$ cat src/rtl/lsu_pkg.sv
package lsu_pkg;
  localparam int unsigned LSU_DATA_W = 32;
  localparam int unsigned LSU_LANES  = LSU_DATA_W / 8;
  localparam int unsigned LSU_OFF_W  = $clog2(LSU_LANES);

  typedef enum logic [1:0] {
    SZ_BYTE = 2'b00,
    SZ_HALF = 2'b01,
    SZ_WORD = 2'b10
  } lsu_size_e;

  typedef enum logic {
    ST_IDLE = 1'b0,
    ST_BUSY = 1'b1
  } lsu_state_e;

  function automatic lsu_size_e size_decode(input logic [1:0] code);
    if (code[1])            return SZ_WORD;
    else if (code[0])       return SZ_HALF;
    else                    return SZ_BYTE;
  endfunction
endpackage

$ cat src/rtl/lsu_agen.sv
module lsu_agen
  import lsu_pkg::*;
#(
  parameter int unsigned ADDR_W = 32,
  parameter int unsigned IMM_W  = 16
) (
  input  logic [ADDR_W-1:0] base,
  input  logic [IMM_W-1:0]  imm,
  input  logic [1:0]        size_code,
  output logic [ADDR_W-1:0] ea,
  output logic              misalign
);
  localparam int unsigned EXT_W = ADDR_W - IMM_W;

  lsu_size_e sz;

  always_comb begin
    ea = base + {{EXT_W{imm[IMM_W-1]}}, imm};
    sz = size_decode(size_code);
    unique case (sz)
      SZ_HALF: misalign = ea[0];
      SZ_WORD: misalign = |ea[LSU_OFF_W-1:0];
      default: misalign = 1'b0;
    endcase
  end
endmodule

$ cat src/rtl/lsu_lanes.sv
module lsu_lanes
  import lsu_pkg::*;
(
  input  lsu_size_e               sz,
  input  logic [LSU_OFF_W-1:0]    off,
  input  logic [LSU_DATA_W-1:0]   sdata,
  input  logic [LSU_DATA_W-1:0]   rdata,
  output logic [LSU_LANES-1:0]    be,
  output logic [LSU_DATA_W-1:0]   wdata,
  output logic [LSU_DATA_W-1:0]   load_val
);
  for (genvar k = 0; k < LSU_LANES; k++) begin : g_lane
    localparam int unsigned HALF_POS = k % 2;
    always_comb begin
      unique case (sz)
        SZ_BYTE: begin
          be[k]          = (off == LSU_OFF_W'(k));
          wdata[8*k +: 8] = sdata[7:0];
        end
        SZ_HALF: begin
          be[k]          = (off[LSU_OFF_W-1] == logic'(k / 2));
          wdata[8*k +: 8] = sdata[8*HALF_POS +: 8];
        end
        default: begin
          be[k]          = 1'b1;
          wdata[8*k +: 8] = sdata[8*k +: 8];
        end
      endcase
    end
  end

  always_comb begin
    load_val = '0;
    unique case (sz)
      SZ_BYTE: load_val[7:0]  = rdata[8*off +: 8];
      SZ_HALF: load_val[15:0] = rdata[16*off[LSU_OFF_W-1] +: 16];
      default: load_val       = rdata;
    endcase
  end
endmodule

$ cat src/rtl/lsu_ctrl.sv
module lsu_ctrl
  import lsu_pkg::*;
#(
  parameter int unsigned ADDR_W = 32,
  parameter int unsigned IDX_W  = 5
) (
  input  logic                  clk,
  input  logic                  rst_n,
  input  logic                  op_valid,
  input  logic                  op_store,
  input  logic [1:0]            op_size,
  input  logic [IDX_W-1:0]      op_dst,
  input  logic [LSU_DATA_W-1:0] op_wdata,
  input  logic [ADDR_W-1:0]     ea,
  input  logic                  misalign,
  input  logic                  mem_ready,
  input  logic [LSU_DATA_W-1:0] load_val,
  output logic                  op_ready,
  output logic                  mem_req,
  output logic                  mem_we,
  output logic [ADDR_W-1:0]     mem_addr,
  output lsu_size_e             cur_sz,
  output logic [LSU_OFF_W-1:0]  cur_off,
  output logic [LSU_DATA_W-1:0] cur_sdata,
  output logic                  done,
  output logic                  wb_en,
  output logic [IDX_W-1:0]      wb_idx,
  output logic [LSU_DATA_W-1:0] wb_data,
  output logic                  trap_unaligned,
  output logic [ADDR_W-1:0]     trap_addr
);
  lsu_state_e state_q, state_d;
  logic       take, finish;
  logic       load_en, trap_en;
  logic       done_d, wbe_d, trap_d;

  logic [ADDR_W-1:0]     ea_q;
  lsu_size_e             sz_q;
  logic                  st_q;
  logic [IDX_W-1:0]      idx_q;
  logic [LSU_DATA_W-1:0] sd_q;

  always_comb begin
    take    = op_valid && (state_q == ST_IDLE);
    finish  = (state_q == ST_BUSY) && mem_ready;
    load_en = take && !misalign;
    trap_en = take && misalign;
    state_d = state_q;
    if (load_en)     state_d = ST_BUSY;
    else if (finish) state_d = ST_IDLE;
    trap_d  = trap_en;
    done_d  = finish;
    wbe_d   = finish && !st_q;
  end

  always_ff @(posedge clk or negedge rst_n) begin
    if (!rst_n) begin
      state_q        <= ST_IDLE;
      trap_unaligned <= 1'b0;
      done           <= 1'b0;
      wb_en          <= 1'b0;
    end else begin
      state_q        <= state_d;
      trap_unaligned <= trap_d;
      done           <= done_d;
      wb_en          <= wbe_d;
    end
  end

  always_ff @(posedge clk or negedge rst_n) begin
    if (!rst_n) begin
      ea_q  <= '0;
      sz_q  <= SZ_BYTE;
      st_q  <= 1'b0;
      idx_q <= '0;
      sd_q  <= '0;
    end else if (load_en) begin
      ea_q  <= ea;
      sz_q  <= size_decode(op_size);
      st_q  <= op_store;
      idx_q <= op_dst;
      sd_q  <= op_wdata;
    end
  end

  always_ff @(posedge clk or negedge rst_n) begin
    if (!rst_n) begin
      trap_addr <= '0;
    end else if (trap_en) begin
      trap_addr <= ea;
    end
  end

  always_ff @(posedge clk or negedge rst_n) begin
    if (!rst_n) begin
      wb_idx  <= '0;
      wb_data <= '0;
    end else if (finish && !st_q) begin
      wb_idx  <= idx_q;
      wb_data <= load_val;
    end
  end

  always_comb begin
    op_ready  = (state_q == ST_IDLE);
    mem_req   = (state_q == ST_BUSY);
    mem_we    = st_q;
    mem_addr  = {ea_q[ADDR_W-1:LSU_OFF_W], {LSU_OFF_W{1'b0}}};
    cur_sz    = sz_q;
    cur_off   = ea_q[LSU_OFF_W-1:0];
    cur_sdata = sd_q;
  end
endmodule

$ cat src/rtl/lsu_core.sv
module lsu_core
  import lsu_pkg::*;
#(
  parameter int unsigned ADDR_W = 32,
  parameter int unsigned IMM_W  = 16,
  parameter int unsigned IDX_W  = 5
) (
  input  logic                  clk,
  input  logic                  rst_n,
  input  logic                  op_valid,
  output logic                  op_ready,
  input  logic                  op_store,
  input  logic [1:0]            op_size,
  input  logic [ADDR_W-1:0]     op_base,
  input  logic [IMM_W-1:0]      op_imm,
  input  logic [IDX_W-1:0]      op_dst,
  input  logic [LSU_DATA_W-1:0] op_wdata,
  output logic                  mem_req,
  output logic                  mem_we,
  output logic [ADDR_W-1:0]     mem_addr,
  output logic [LSU_LANES-1:0]  mem_be,
  output logic [LSU_DATA_W-1:0] mem_wdata,
  input  logic                  mem_ready,
  input  logic [LSU_DATA_W-1:0] mem_rdata,
  output logic                  done,
  output logic                  wb_en,
  output logic [IDX_W-1:0]      wb_idx,
  output logic [LSU_DATA_W-1:0] wb_data,
  output logic                  trap_unaligned,
  output logic [ADDR_W-1:0]     trap_addr
);
  logic [ADDR_W-1:0]     ea;
  logic                  misalign;
  lsu_size_e             cur_sz;
  logic [LSU_OFF_W-1:0]  cur_off;
  logic [LSU_DATA_W-1:0] cur_sdata;
  logic [LSU_DATA_W-1:0] load_val;

  lsu_agen #(.ADDR_W(ADDR_W), .IMM_W(IMM_W)) agen_i (
    .base      (op_base),
    .imm       (op_imm),
    .size_code (op_size),
    .ea        (ea),
    .misalign  (misalign)
  );

  lsu_ctrl #(.ADDR_W(ADDR_W), .IDX_W(IDX_W)) ctrl_i (
    .clk            (clk),
    .rst_n          (rst_n),
    .op_valid       (op_valid),
    .op_store       (op_store),
    .op_size        (op_size),
    .op_dst         (op_dst),
    .op_wdata       (op_wdata),
    .ea             (ea),
    .misalign       (misalign),
    .mem_ready      (mem_ready),
    .load_val       (load_val),
    .op_ready       (op_ready),
    .mem_req        (mem_req),
    .mem_we         (mem_we),
    .mem_addr       (mem_addr),
    .cur_sz         (cur_sz),
    .cur_off        (cur_off),
    .cur_sdata      (cur_sdata),
    .done           (done),
    .wb_en          (wb_en),
    .wb_idx         (wb_idx),
    .wb_data        (wb_data),
    .trap_unaligned (trap_unaligned),
    .trap_addr      (trap_addr)
  );

  lsu_lanes lanes_i (
    .sz       (cur_sz),
    .off      (cur_off),
    .sdata    (cur_sdata),
    .rdata    (mem_rdata),
    .be       (mem_be),
    .wdata    (mem_wdata),
    .load_val (load_val)
  );
endmodule

$ cat config.mk
export PLATFORM = sky130hd
export DESIGN_NAME = lsu_core
export DESIGN_NICKNAME = d
export VERILOG_FILES = /design/src/rtl/lsu_pkg.sv /design/src/rtl/lsu_agen.sv /design/src/rtl/lsu_lanes.sv /design/src/rtl/lsu_ctrl.sv /design/src/rtl/lsu_core.sv
export SDC_FILE = /design/constraint.sdc
export NUM_CORES = 1
export LEC_CHECK = 0
export ABC_AREA = 1
export BUFFER_PORTS_ARGS = -buffer_cell sky130_fd_sc_hd__buf_2
export CORE_ASPECT_RATIO = 1.4
export CORE_UTILIZATION = 52
export CTS_CLUSTER_SIZE = 24
export DETAILED_ROUTE_END_ITERATION = 10
export PLACE_DENSITY_LB_ADDON = 0.2
export RECOVER_POWER = 25
export SYNTH_ARGS = -nofsm -noshare
export SYNTH_HDL_FRONTEND = slang
export SYNTH_SLANG_ARGS = --single-unit
$ cat constraint.sdc
create_clock -name clk -period 1.6 [get_ports clk]
set_input_delay 0.24 -clock clk [delete_from_list [all_inputs] [get_ports clk]]
set_output_delay 0.24 -clock clk [all_outputs]
set_load 0.005 [all_outputs]
* Yosys cells after proc, flatten, opt, wreduce, memory -nomap -nowiden
Index checks and enable logic that the tools add are counted.
Operators by class: add/subtract/negate cells 1, mux-type cells 15, bitwise operators 2, reduce and logical (&&, ||, !) cells 12, equal/unequal tests 6, shift operators 2
Operator list (number):
- case mux 8 bit (2 select lines) | 3
- adder 32 bit | 1
- indexed part select 32 x 6 -> 16 bit | 1
- indexed part select 32 x 6 -> 8 bit | 1
- two-way mux 16 bit | 1
- two-way mux 8 bit | 2
- case mux 1 bit (2 select lines) | 5
- == test 2 x 1 -> 1 bit, second input constant | 3
- == test 2 bit, second input constant | 3
- logical AND 1 bit | 5
- logical NOT 2 bit | 2
- OR reduction 2 bit | 2
- two-way mux 1 bit | 3
- logical NOT 1 bit | 2
- two-way mux 2 bit | 1
- inverter 1 bit | 2
- nonzero test 2 bit | 1
Storage, ports and cells: input bits 124, output and inout bits 143, word-level logic and storage cells 50, flip-flop bits (word level) 145

* Depth between registers and ports, before layout
Gate-level depths: netlist of the first run.
depth in word-level cells 7, depth in mapped cells 12, depth with buffers taken out 12

* Hierarchy
From an unflattened synthesis of the first run, not the netlist that was laid out.
Second synthesis, totals: cells, all modules 1341, area total of the unflattened synthesis 9022.4 µm²
By module, submodules not included:
- lsu_ctrl | times used 1, seq. area each 3628.5 µm², area an instance 5661.7 µm², cells an instance 625
- lsu_agen | times used 1, seq. area each 0.0 µm², area an instance 2397.3 µm², cells an instance 497
- lsu_lanes | times used 1, seq. area each 0.0 µm², area an instance 963.4 µm², cells an instance 219

* Worst setup path after synthesis of the first run
Ideal clock, no wire load.
path kind in2reg, from input port op_base[0], to register ctrl_i.trap_addr[3], arrival 1.727 ns, path buffers 1, setup slack -0.252 ns, library setup time 0.125 ns, data required time 1.475 ns, stages 10, cell sequence ha_1 > fa_1 > inv_1 > o21ai_1 > o21ai_2 > nor3_4 > inv_2 > buf_2 > nand2_1 > o21ai_1
On the way: longest elaborated chain between the ends 4
Ends and longest elaborated chain:
- from (decl) | line lsu_core.sv:14 | input logic [ADDR_W-1:0] op_base,
- adder 32 bit | line lsu_agen.sv:18 | ea = base + {{EXT_W{imm[IMM_W-1]}}, imm};
- net agen_i.ea[1] | line lsu_agen.sv:10 | output logic [ADDR_W-1:0] ea,
- OR reduction 2 bit | line lsu_agen.sv:22 | SZ_WORD: misalign = |ea[LSU_OFF_W-1:0];
- case mux 1 bit (2 select lines) | line lsu_agen.sv:20 | unique case (sz)
- logical AND 1 bit | line lsu_ctrl.sv:47 | trap_en = take && misalign;
- to (signal assigned) | line lsu_ctrl.sv:88 | trap_addr <= '0;
- to (signal assigned) | line lsu_ctrl.sv:90 | trap_addr <= ea;
- to (decl) | line lsu_ctrl.sv:30 | output logic [ADDR_W-1:0] trap_addr
The timed path passes the listed nets, and every way through them passes these cells. A chain may end at the register's enable or synchronous reset.

* Worst setup path after layout of the first run
from register ctrl_i.sz_q[1], in the netlist ctrl_i.cur_sz[1], to output port mem_wdata[12]
On the way: longest elaborated chain between the ends 2
Ends and longest elaborated chain:
- from (decl) | line lsu_ctrl.sv:38 | lsu_size_e sz_q;
- from (signal assigned) | line lsu_ctrl.sv:79 | sz_q <= size_decode(op_size);
- logical NOT 2 bit | line lsu_lanes.sv:15 | unique case (sz)
- two-way mux 8 bit | line lsu_lanes.sv:15
- to (decl) | line lsu_core.sv:22 | output logic [LSU_DATA_W-1:0] mem_wdata,
No other way between the ends.

==> flow_summary_export.csv, run 1 <==
group,metric,value,unit
worst_setup_path,cp-startpoint,"ctrl_i.cur_sz[1]",
worst_setup_path,crit_path_cell_trace,"nor2_4 -> buf_6 -> buf_4 -> o21ai_2 -> buf_2",
layout,nets,1733,
run,timing.max_cap.violations,0,
pwr,power_frac_comb,42.2,%
drt,drt-initial-drc-count,928,
layout,seq_area,3633,um^2
synthesis,synth.avg_cell_area,7.038,um^2
worst_setup_path,endpoint,"mem_wdata[12]",
placed_design,dp_hpwl,20170,um
clock_network,clockBufferDepth,2,
clock_network,cts_tree,"yes",
clock_network,cts_max_level,4,
layout,antennaDiodeCount,0,
floorplanning,die_h,153.1,um
worst_setup_path,slowest_delay,0.45,ns
synthesis,synth-seq-area-share,42.79,%
placed_design,place_inst,1707,
worst_setup_path,regToRegEndpoint,"ctrl_i.cur_sdata[26]",
layout,filler_cell_count,1031,
pwr,power_switching,6.927,mW
sta,report.final.slew_viol_count,0,
grt,antenna_found_initial,3,
synthesis,synth_flop_cell,"dfrtp_1",
synthesis,synth_edf_count,0,
clock_network,clk_pin_slew,0.06,ns
placed_design,port_buffers,264,
synthesis,ys_warn_count,0,
pwr,ir_drop,1.156,mV
drt,wirelength,33210,um
worst_setup_path,reg2reg_slack,-0.04,ns
grt,grt_max_degree,46,
grt,gr-total-overflow,0,
floorplanning,die_area,16830,um^2
drt,wl_met3,2789,um
drt,routedWlPerCell,18.61,um
drt,viasPerCell,5.552,
clock_network,cts_sinks,145,
floorplanning,row_count,54,
worst_setup_path,worstRegToRegCells,7,
floorplanning,start_util,53.87,%
run_status,status,"finished with violations",
clock_network,numCtsBuffers,17,
sta,rsz0062_at_grt,"true",
worst_setup_path,start_kind,"flop",
layout,multi_input_area,4752,um^2
synthesis,synth_cell_types,35,
worst_setup_path,cp.required,1.36,ns
drt,wl_met1,11340,um
drt,wl_met2,16490,um
worst_setup_path,worst-path-max-fanout,8,
layout,layout-drive-gt1-share,38.83,%
worst_setup_path,critPathKind,"flop to output pin",
worst_setup_path,r2r-start,"ctrl_i.mem_req",
clock_network,insertion_delay,0.42,ns
floorplanning,io_pins,267,
synthesis,synth_area_leaders,"dfrtp_1 43%, nand2_1 24%, inv_1 6.6%",
sta,post-route-min-period,1.995,ns
sta,setup_ws,-0.3949,ns
layout,fin_util,81.45,%
pwr,p_seq_share,34.6,%
pwr,p_per_area,1399,nW/um^2
drt,vias,9911,
clock_network,clockRootBuffer,"clkbuf_16",
sta,setup_tns,-15.94,ns
synthesis,synth_top_area_share,42.79,%
synthesis,synth-seq-cells,145,
sta,tightest_slew,1.108,ns
layout,syn_to_final_growth,51.20,%
synthesis,synthCells,1205,
layout,final_cell_mix,"440 x nand2_1, 260 x buf_2, 143 x inv_1",
worst_setup_path,crit_slowest_cell,"dfrtp_2",
pwr,p_clk_share,23.1,%
sta,holdWs,0.02832,ns
worst_setup_path,worst_setup_path_end_kind,"output pin",
grt,grt_pass1_wl,46150,um
grt,first_global_vias,9356,
synthesis,syn_area,8481,um^2
floorplanning,die_width,109.9,um
pwr,p_leak,7.276,nW
placed_design,placed_area,10660,um^2
pwr,swShare,38.63,%
sta,fmax,501.3,MHz
drt,ant_nets,0,
placed_design,dp_slack,-0.5285,ns
worst_hold_path,hp-class,"input port to flop",
drt,first_pass_iters,6,
worst_setup_path,arrival,1.75,ns
pwr,internal-power,11.01,mW
layout,fin_cells,1785,
grt,grt.total_usage,36.08,%
floorplanning,core-area,15740,um^2
run_status,violations,"negative setup slack",
sta,fin_crit_sh,124.7,%
pwr,power,17.93,mW
sta,finalHoldViolCount,0,
sta,setup_viol,134,
synthesis,async_flop_share,100.0,%
drt,maxUsedRoutingLayer,"met5",
placed_design,gp_congestion,0.9727,
layout,layout_commonest_cell,"nand2_1",
sta,fin_worst_skew,0.006269,ns
sta,relSlewSlack,26.10,%
synthesis,yosysTopAreaCell,"dfrtp_1",
layout,final_cell_area,12820,um^2
drt,drc,0,
critical path, delay by kind of cell, from the launching register on:
family	cells	cell delay [ns]
AOI/OAI and AO/OA	1	0.33
buffers and inverters	3	0.48
DFF	1	0.45
and+or+nand+nor	1	0.08
flip-flops by register name, indices dropped and copies added, names as in the netlist, 2 cells and up:
register / cells
ctrl_i.cur_sdata: 32
ctrl_i.cur_sz: 2
ctrl_i.ea_q: 32
ctrl_i.idx_q: 5
ctrl_i.trap_addr: 32
ctrl_i.wb_data: 32
ctrl_i.wb_idx: 5
logic make-up (layout without fill, tap and decap cells):
logic type / count (synthesis) / count (layout) / synth area share [%]
AO/OA/AOI/OAI: 138 / 138 / 9.310
XOR/XNOR: 15 / 15 / 1.549
adder cells (fa/ha/maj): 32 / 32 / 4.810
buffers and inverters: 203 / 586 / 9.944
flip-flops: 145 / 145 / 42.79
other: 1 / 2 / 0.04422
AND/OR/NAND/NOR: 671 / 671 / 31.56
metal layers:
metal,global-route usage (%),vias up
met5,0,-
met4,22.86,4
met3,6.866,217
met2,63.51,615
met1,38.53,4566
li1,-,4509
synthesized netlist by cell type (6+ instances only):
cell / number
nand2_1: 547
nor2_1: 41
dfrtp_1: 145
nand3_1: 62
buf_2: 28
inv_1: 148
ha_1: 31
xor2_1: 6
o211ai_1: 16
o31ai_1: 16
buf_4: 10
inv_2: 9
xnor2_1: 9
a21oi_1: 29
o21ai_1: 23
o21ai_0: 47
worst min-delay path by stage:
stage                                 to          from  slack, ns  depth (start not counted)
finish                   ctrl_i.idx_q[4]     op_dst[4]       0.03                          3
global route             ctrl_i.idx_q[4]     op_dst[4]       0.03                          3
CTS                 ctrl_i.cur_sdata[31]  op_wdata[31]       0.01                          3
detailed placement  ctrl_i.cur_sdata[11]         rst_n       0.18                          1
global placement    ctrl_i.cur_sdata[11]         rst_n       0.18                          1
floorplan            ctrl_i.cur_sdata[0]         rst_n      -0.06                          0
power groups by stage:
| stage | clock network (mW) | registers (mW) | logic (mW) |
|---|---|---|---|
| final | 4.15 | 6.21 | 7.57 |
| after global routing | 4.29 | 6.34 | 8.22 |
| after CTS | 4.12 | 5.99 | 6.62 |
| after detailed placement | 0 | 5.93 | 5.77 |
| after global placement | 0 | 5.92 | 5.61 |
| after floorplan | 0 | 5.86 | 2.92 |
cell type report:
cell class,count,area share [%]
multi-input cells,858,37.06
flip-flops and latches,145,28.34
repair buffers,397,22.96
inverters,157,4.830
clock buffers,19,3.532
well taps,196,1.913
clock inverters,12,1.239
repair inverters,1,0.1269
timing repair:
item	4_1_cts	5_1_grt
buffers inserted	17	13
hold buffers	1	0
endpoints found under the setup margin	120	137
gates resized for setup	138	128
gates cloned	19	4
pin swaps	42	36
endpoints found under the hold margin	36	0
No activity file was read; power rests on OpenSTA's default activity.
==> run 2: changes to the inputs <==
--- a/config.mk
+++ b/config.mk
@@ -10,3 +10,3 @@
 export CORE_ASPECT_RATIO = 1.4
-export CORE_UTILIZATION = 52
+export CORE_UTILIZATION = 43
 export CTS_CLUSTER_SIZE = 24
==> constraint.sdc (replaced) <==
create_clock -name clk -period 2.6 [get_ports clk]
set_input_delay 0.26 -clock clk [delete_from_list [all_inputs] [get_ports clk]]
set_output_delay 0.26 -clock clk [all_outputs]
set_load 0.005 [all_outputs]
==> flow_summary_export.csv, run 2 (same netlist as run 1, synthesis figures left out) <==
group,metric,value,unit
clock_network,cts_setup_buffers,0,
placed_design,gp_congestion,1.021,
floorplanning,die_width,120.7,um
sta,setup_ws,0.3757,ns
grt,grt_max_degree,72,
layout,layout-drive-gt1-share,21.13,%
sta,report.final.slew_viol_count,0,
clock_network,numCtsBuffers,17,
floorplanning,core-area,19290,um^2
pwr,power_switching,3.421,mW
sta,post-route-min-period,2.224,ns
pwr,internal-power,5.761,mW
floorplanning,row_count,60,
layout,syn_to_final_growth,24.15,%
drt,drt-initial-drc-count,574,
drt,drc,0,
pwr,p_seq_share,39.5,%
grt,grt_pass1_wl,40630,um
grt,gr-total-overflow,0,
worst_setup_path,critPathKind,"flop to output pin",
worst_setup_path,arrival,1.96,ns
drt,viasPerCell,4.897,
clock_network,cts_sinks,145,
floorplanning,die_area,20300,um^2
sta,setup_tns,0,ns
sta,relSlewSlack,6.252,%
drt,wirelength,25650,um
floorplanning,io_pins,267,
sta,rsz0062_at_grt,"false",
layout,filler_cell_count,1981,
sta,finalHoldViolCount,0,
placed_design,dp_hpwl,19980,um
drt,vias,8422,
sta,setup_viol,0,
drt,first_pass_iters,5,
worst_setup_path,worstRegToRegCells,6,
sta,tightest_slew,1.406,ns
pwr,p_leak,6.158,nW
pwr,p_per_area,872.0,nW/um^2
worst_hold_path,holdPathStages,3,
layout,seq_area,3628,um^2
clock_network,clockRootBuffer,"clkbuf_16",
clock_network,insertion_delay,0.41,ns
clock_network,ctsHoldBuffers,1,
sta,fin_crit_sh,85.55,%
layout,multi_input_area,4005,um^2
drt,ant_nets,0,
layout,layout_commonest_cell,"nand2_1",
floorplanning,die_h,168.2,um
run,timing.max_cap.violations,0,
clock_network,clockBufferDepth,2,
grt,first_global_vias,8052,
clock_network,cts_max_level,4,
worst_hold_path,hp-class,"input port to flop",
pwr,ir_drop,0.3736,mV
clock_network,clk_pin_slew,0.06,ns
placed_design,dp_slack,0.08398,ns
clock_network,cts_tree,"yes",
placed_design,port_buffers,264,
sta,fin_worst_skew,0.01341,ns
clock_network,cts-resized-gates,0,
run_status,status,"completed",
worst_setup_path,worst-path-max-fanout,16,
pwr,p_clk_share,25.1,%
grt,grt.total_usage,25.80,%
worst_setup_path,cp.required,2.34,ns
grt,antenna_found_initial,0,
sta,fmax,449.6,MHz
drt,routedWlPerCell,14.91,um
pwr,power_frac_comb,35.4,%
worst_setup_path,start_kind,"flop",
worst_setup_path,worst_setup_path_end_kind,"output pin",
floorplanning,start_util,43.96,%
layout,final_cell_mix,"547 x nand2_1, 245 x buf_2, 148 x inv_1",
layout,fin_util,54.57,%
layout,antennaDiodeCount,0,
layout,nets,1615,
pwr,swShare,37.26,%
==> run 2: worst paths after layout <==
check	from	end	slack (ns)
min reg2reg	ctrl_i.ea_q[27]	ctrl_i.ea_q[27]	0.47
max in group asynchronous	rst_n	ctrl_i.cur_sdata[25]	0.77
max	ctrl_i.cur_sz[1]	mem_wdata[24]	0.38
min	op_wdata[23]	ctrl_i.cur_sdata[23]	0.04
max reg2reg	ctrl_i.mem_req	ctrl_i.wb_data[6]	0.45
min in group asynchronous	rst_n	ctrl_i.wb_data[14]	0.70
==> run 2: power groups by stage <==
| stage | sequential (mW) | clock (mW) | combinational (mW) |
|---|---|---|---|
| after floorplan | 3.61 | 0 | 1.74 |
| after global placement | 3.65 | 0 | 3.24 |
| after detailed placement | 3.64 | 0 | 3.30 |
| after CTS | 3.62 | 2.35 | 3.31 |
| after global routing | 3.72 | 2.45 | 3.70 |
| final | 3.63 | 2.31 | 3.25 |
==> run 2: metrics by stage <==
step	instances	hold WS, ns	power [mW]	instance area, um^2
2_1_floorplan	1206	-0.03559	5.344	8484
3_3_place_gp	1687	0.2486	6.885	9993
3_5_place_dp	1687	0.2517	6.950	9993
4_1_cts	1720	0.02535	9.287	10570
5_1_grt	1720	0.03400	9.866	10530
6_report	1720	0.04203	9.181	10530
==> run 2: final cells by class <==
class	instances	area share [%]
Clock buffer	20	4.433
Inverter	157	5.597
Tap cell	248	2.947
Multi-Input combinational cell	858	38.04
Clock inverter	12	0.9269
Sequential cell	145	34.46
Timing Repair Buffer	280	13.59
==> run 2: worst max-delay path, stage by stage (launching register included) <==
cell and delay [ns]:
dfrtp_1 0.65, nor2_1 0.10, inv_1 0.43, o211ai_1 0.20
buf_2 0.17
==> run 2: layer usage <==
layer | global-route usage (%) | part of all wire, %
met1 | 29.90 | 40
met5 | 0 | 0
met3 | 3.388 | 5.4
met4 | 10.52 | 2.9
met2 | 47.33 | 52
==> run 3: changes to the inputs <==
- SYNTH_HIERARCHICAL: unset -> 1
==> flow_summary_export.csv, run 3 <==
group,metric,value,unit
synthesis,synthTopCellsByCount,"650 x nand2_1, 168 x nand3_1, 145 x dfrtp_1, 141 x inv_1, 41 x nor2_1",
placed_design,dp_slack,0.3457,ns
placed_design,port_buffers,264,
floorplanning,io_pins,267,
drt,wirelength,27790,um
synthesis,synth_area_leaders,"dfrtp_1 40%, nand2_1 27%, nand3_1 9.3%",
worst_setup_path,start_kind,"flop",
layout,layout_commonest_cell,"nand2_1",
floorplanning,die_width,124.4,um
worst_hold_path,hp-class,"input port to flop",
floorplanning,die_h,173.4,um
synthesis,synth.avg_cell_area,6.728,um^2
worst_setup_path,critPathKind,"flop to output pin",
floorplanning,die_area,21570,um^2
pwr,p_leak,6.856,nW
drt,viasPerCell,4.996,
grt,antenna_found_initial,2,
sta,report.final.slew_viol_count,0,
sta,finalHoldViolCount,0,
grt,first_global_vias,8808,
synthesis,synth-seq-cells,145,
synthesis,yosysTopAreaCell,"dfrtp_1",
pwr,p_per_area,860.0,nW/um^2
clock_network,insertion_delay,0.41,ns
synthesis,synth_cell_types,28,
drt,drt-initial-drc-count,648,
synthesis,syn_area,9022,um^2
sta,fmax,417.7,MHz
clock_network,cts_setup_buffers,0,
placed_design,gp_congestion,0.9722,
worst_setup_path,cp-startpoint,"ctrl_i/cur_sz[0]",
clock_network,clockBufferDepth,2,
floorplanning,start_util,43.89,%
sta,fin_worst_skew,0.008977,ns
worst_hold_path,min_from,"mem_ready",
grt,grt_pass1_wl,44170,um
layout,filler_cell_count,2128,
clock_network,cts_sinks,145,
sta,setup_ws,0.2057,ns
drt,vias,9262,
floorplanning,row_count,62,
grt,grt_max_degree,88,
grt,gr-total-overflow,0,
sta,setup_tns,0,ns
sta,rsz0062_at_grt,"false",
worst_setup_path,r2r-start,"ctrl_i/ea_q[1]",
layout,nets,1739,
layout,fin_cells,1854,
sta,tightest_slew,1.271,ns
synthesis,ys_warn_count,6,
synthesis,synth_flop_cell,"dfrtp_1",
layout,final_cell_mix,"650 x nand2_1, 253 x buf_2, 168 x nand3_1",
drt,drc,0,
drt,ant_nets,0,
sta,setup_viol,0,
drt,first_pass_iters,5,
placed_design,dp_hpwl,21170,um
floorplanning,core-area,20560,um^2
worst_setup_path,cp.required,2.34,ns
clock_network,clockRootBuffer,"clkbuf_16",
clock_network,cts_tree,"yes",
run_status,status,"completed",
sta,relSlewSlack,15.27,%
worst_setup_path,worst-path-max-fanout,13,
pwr,ir_drop,0.4047,mV
grt,grt.total_usage,25.71,%
synthesis,synth_top_area_share,40.22,%
synthesis,synthCells,1341,
synthesis,synthMostInstantiatedCell,"nand2_1",
placed_design,place_inst,1819,
clock_network,cts_max_level,4,
sta,post-route-min-period,2.394,ns
worst_setup_path,worst_setup_path_end_kind,"output pin",
run,timing.max_cap.violations,0,
layout,syn_to_final_growth,22.69,%
worst_setup_path,reg2reg_slack,0.77,ns
drt,routedWlPerCell,14.99,um
synthesis,synth_edf_count,0,
synthesis,async_flop_share,100.0,%
clock_network,numCtsBuffers,17,
layout,layout-drive-gt1-share,21.18,%
worst_setup_path,arrival,2.13,ns
clock_network,clk_pin_slew,0.06,ns
sta,fin_crit_sh,92.09,%
synthesis,synth-seq-area-share,40.22,%
==> run 3: final cells by class <==
cell class	instances	area, um^2	area share [%]
multi-input cells	990	4487	40.53
flip-flops and latches	145	3628	32.78
repair buffers	282	1483	13.39
inverters	147	551.8	4.985
clock buffers	19	442.9	4.001
well taps	256	320.3	2.894
clock inverters	13	151.4	1.368
diodes	2	5.005	0.04521
==> run 3: what timing repair did <==
item | in CTS | in global routing
endpoints found under the hold margin | 85 | 0
hold buffers | 1 | 0
resized for setup | 0 | 0
==> run 3: logic make-up (layout without fill, tap and decap cells) <==
group | count (synthesis) | count (layout) | synth area share, %
other cells | 1 | 4 | 0.04156
simple gates | 894 | 894 | 40.81
xor+xnor | 16 | 16 | 1.553
compound gates | 46 | 46 | 2.677
fa+ha+maj | 32 | 32 | 4.521
flops | 145 | 145 | 40.22
buf+inv | 207 | 461 | 10.18
==> run 3: critical path, cell delays in order (launching register included) <==
cell     delay, ns
dfrtp_1       0.66
inv_1         0.18
nor2_1        0.54
nand2_1       0.12
nand3_1       0.10
buf_2         0.12
==> run 3: metrics by stage <==
stage / utilization (%) / cell area, um^2 / power (mW) / hold WS [ns]
final: 53.85 / 11070 / 9.520 / 0.06970
after global routing: 53.85 / 11070 / 10.20 / 0.05488
after CTS: 53.92 / 11080 / 9.587 / 0.04934
after detailed placement: 50.98 / 10480 / 7.070 / 0.3887
after global placement: 50.98 / 10480 / 7.010 / 0.3913
after floorplan: - / 9026 / 5.478 / -0.03559
==> run 3: worst paths after layout <==
path	endpoint	cells after the start
max in group asynchronous	ctrl_i/trap_addr[25]	3
max	mem_wdata[28]	5
max reg2reg	ctrl_i/wb_data[8]	5
min	ctrl_i/mem_req	2
min reg2reg	ctrl_i/wb_data[3]	2
min in group asynchronous	ctrl_i/wb_data[7]	2
==> run 3: power by group <==
group          leakage [nW]  internal (mW)  total, mW  switching, mW
clock                 0.283           1.46       2.48           1.02
sequential             1.83           3.05       3.64          0.593
combinational          4.74           1.37       3.39           2.03
total                  6.86           5.88       9.52           3.64
==> run 3: layer usage <==
layer	routed length [um]	share of wire (%)	up-vias	GRT usage, %
li1	-	-	4607	-
met1	11280	41	4262	30.20
met2	14170	51	324	45.26
met3	1199	4.3	69	3.426
met4	1143	4.1	0	13.65
met5	0	0	-	0
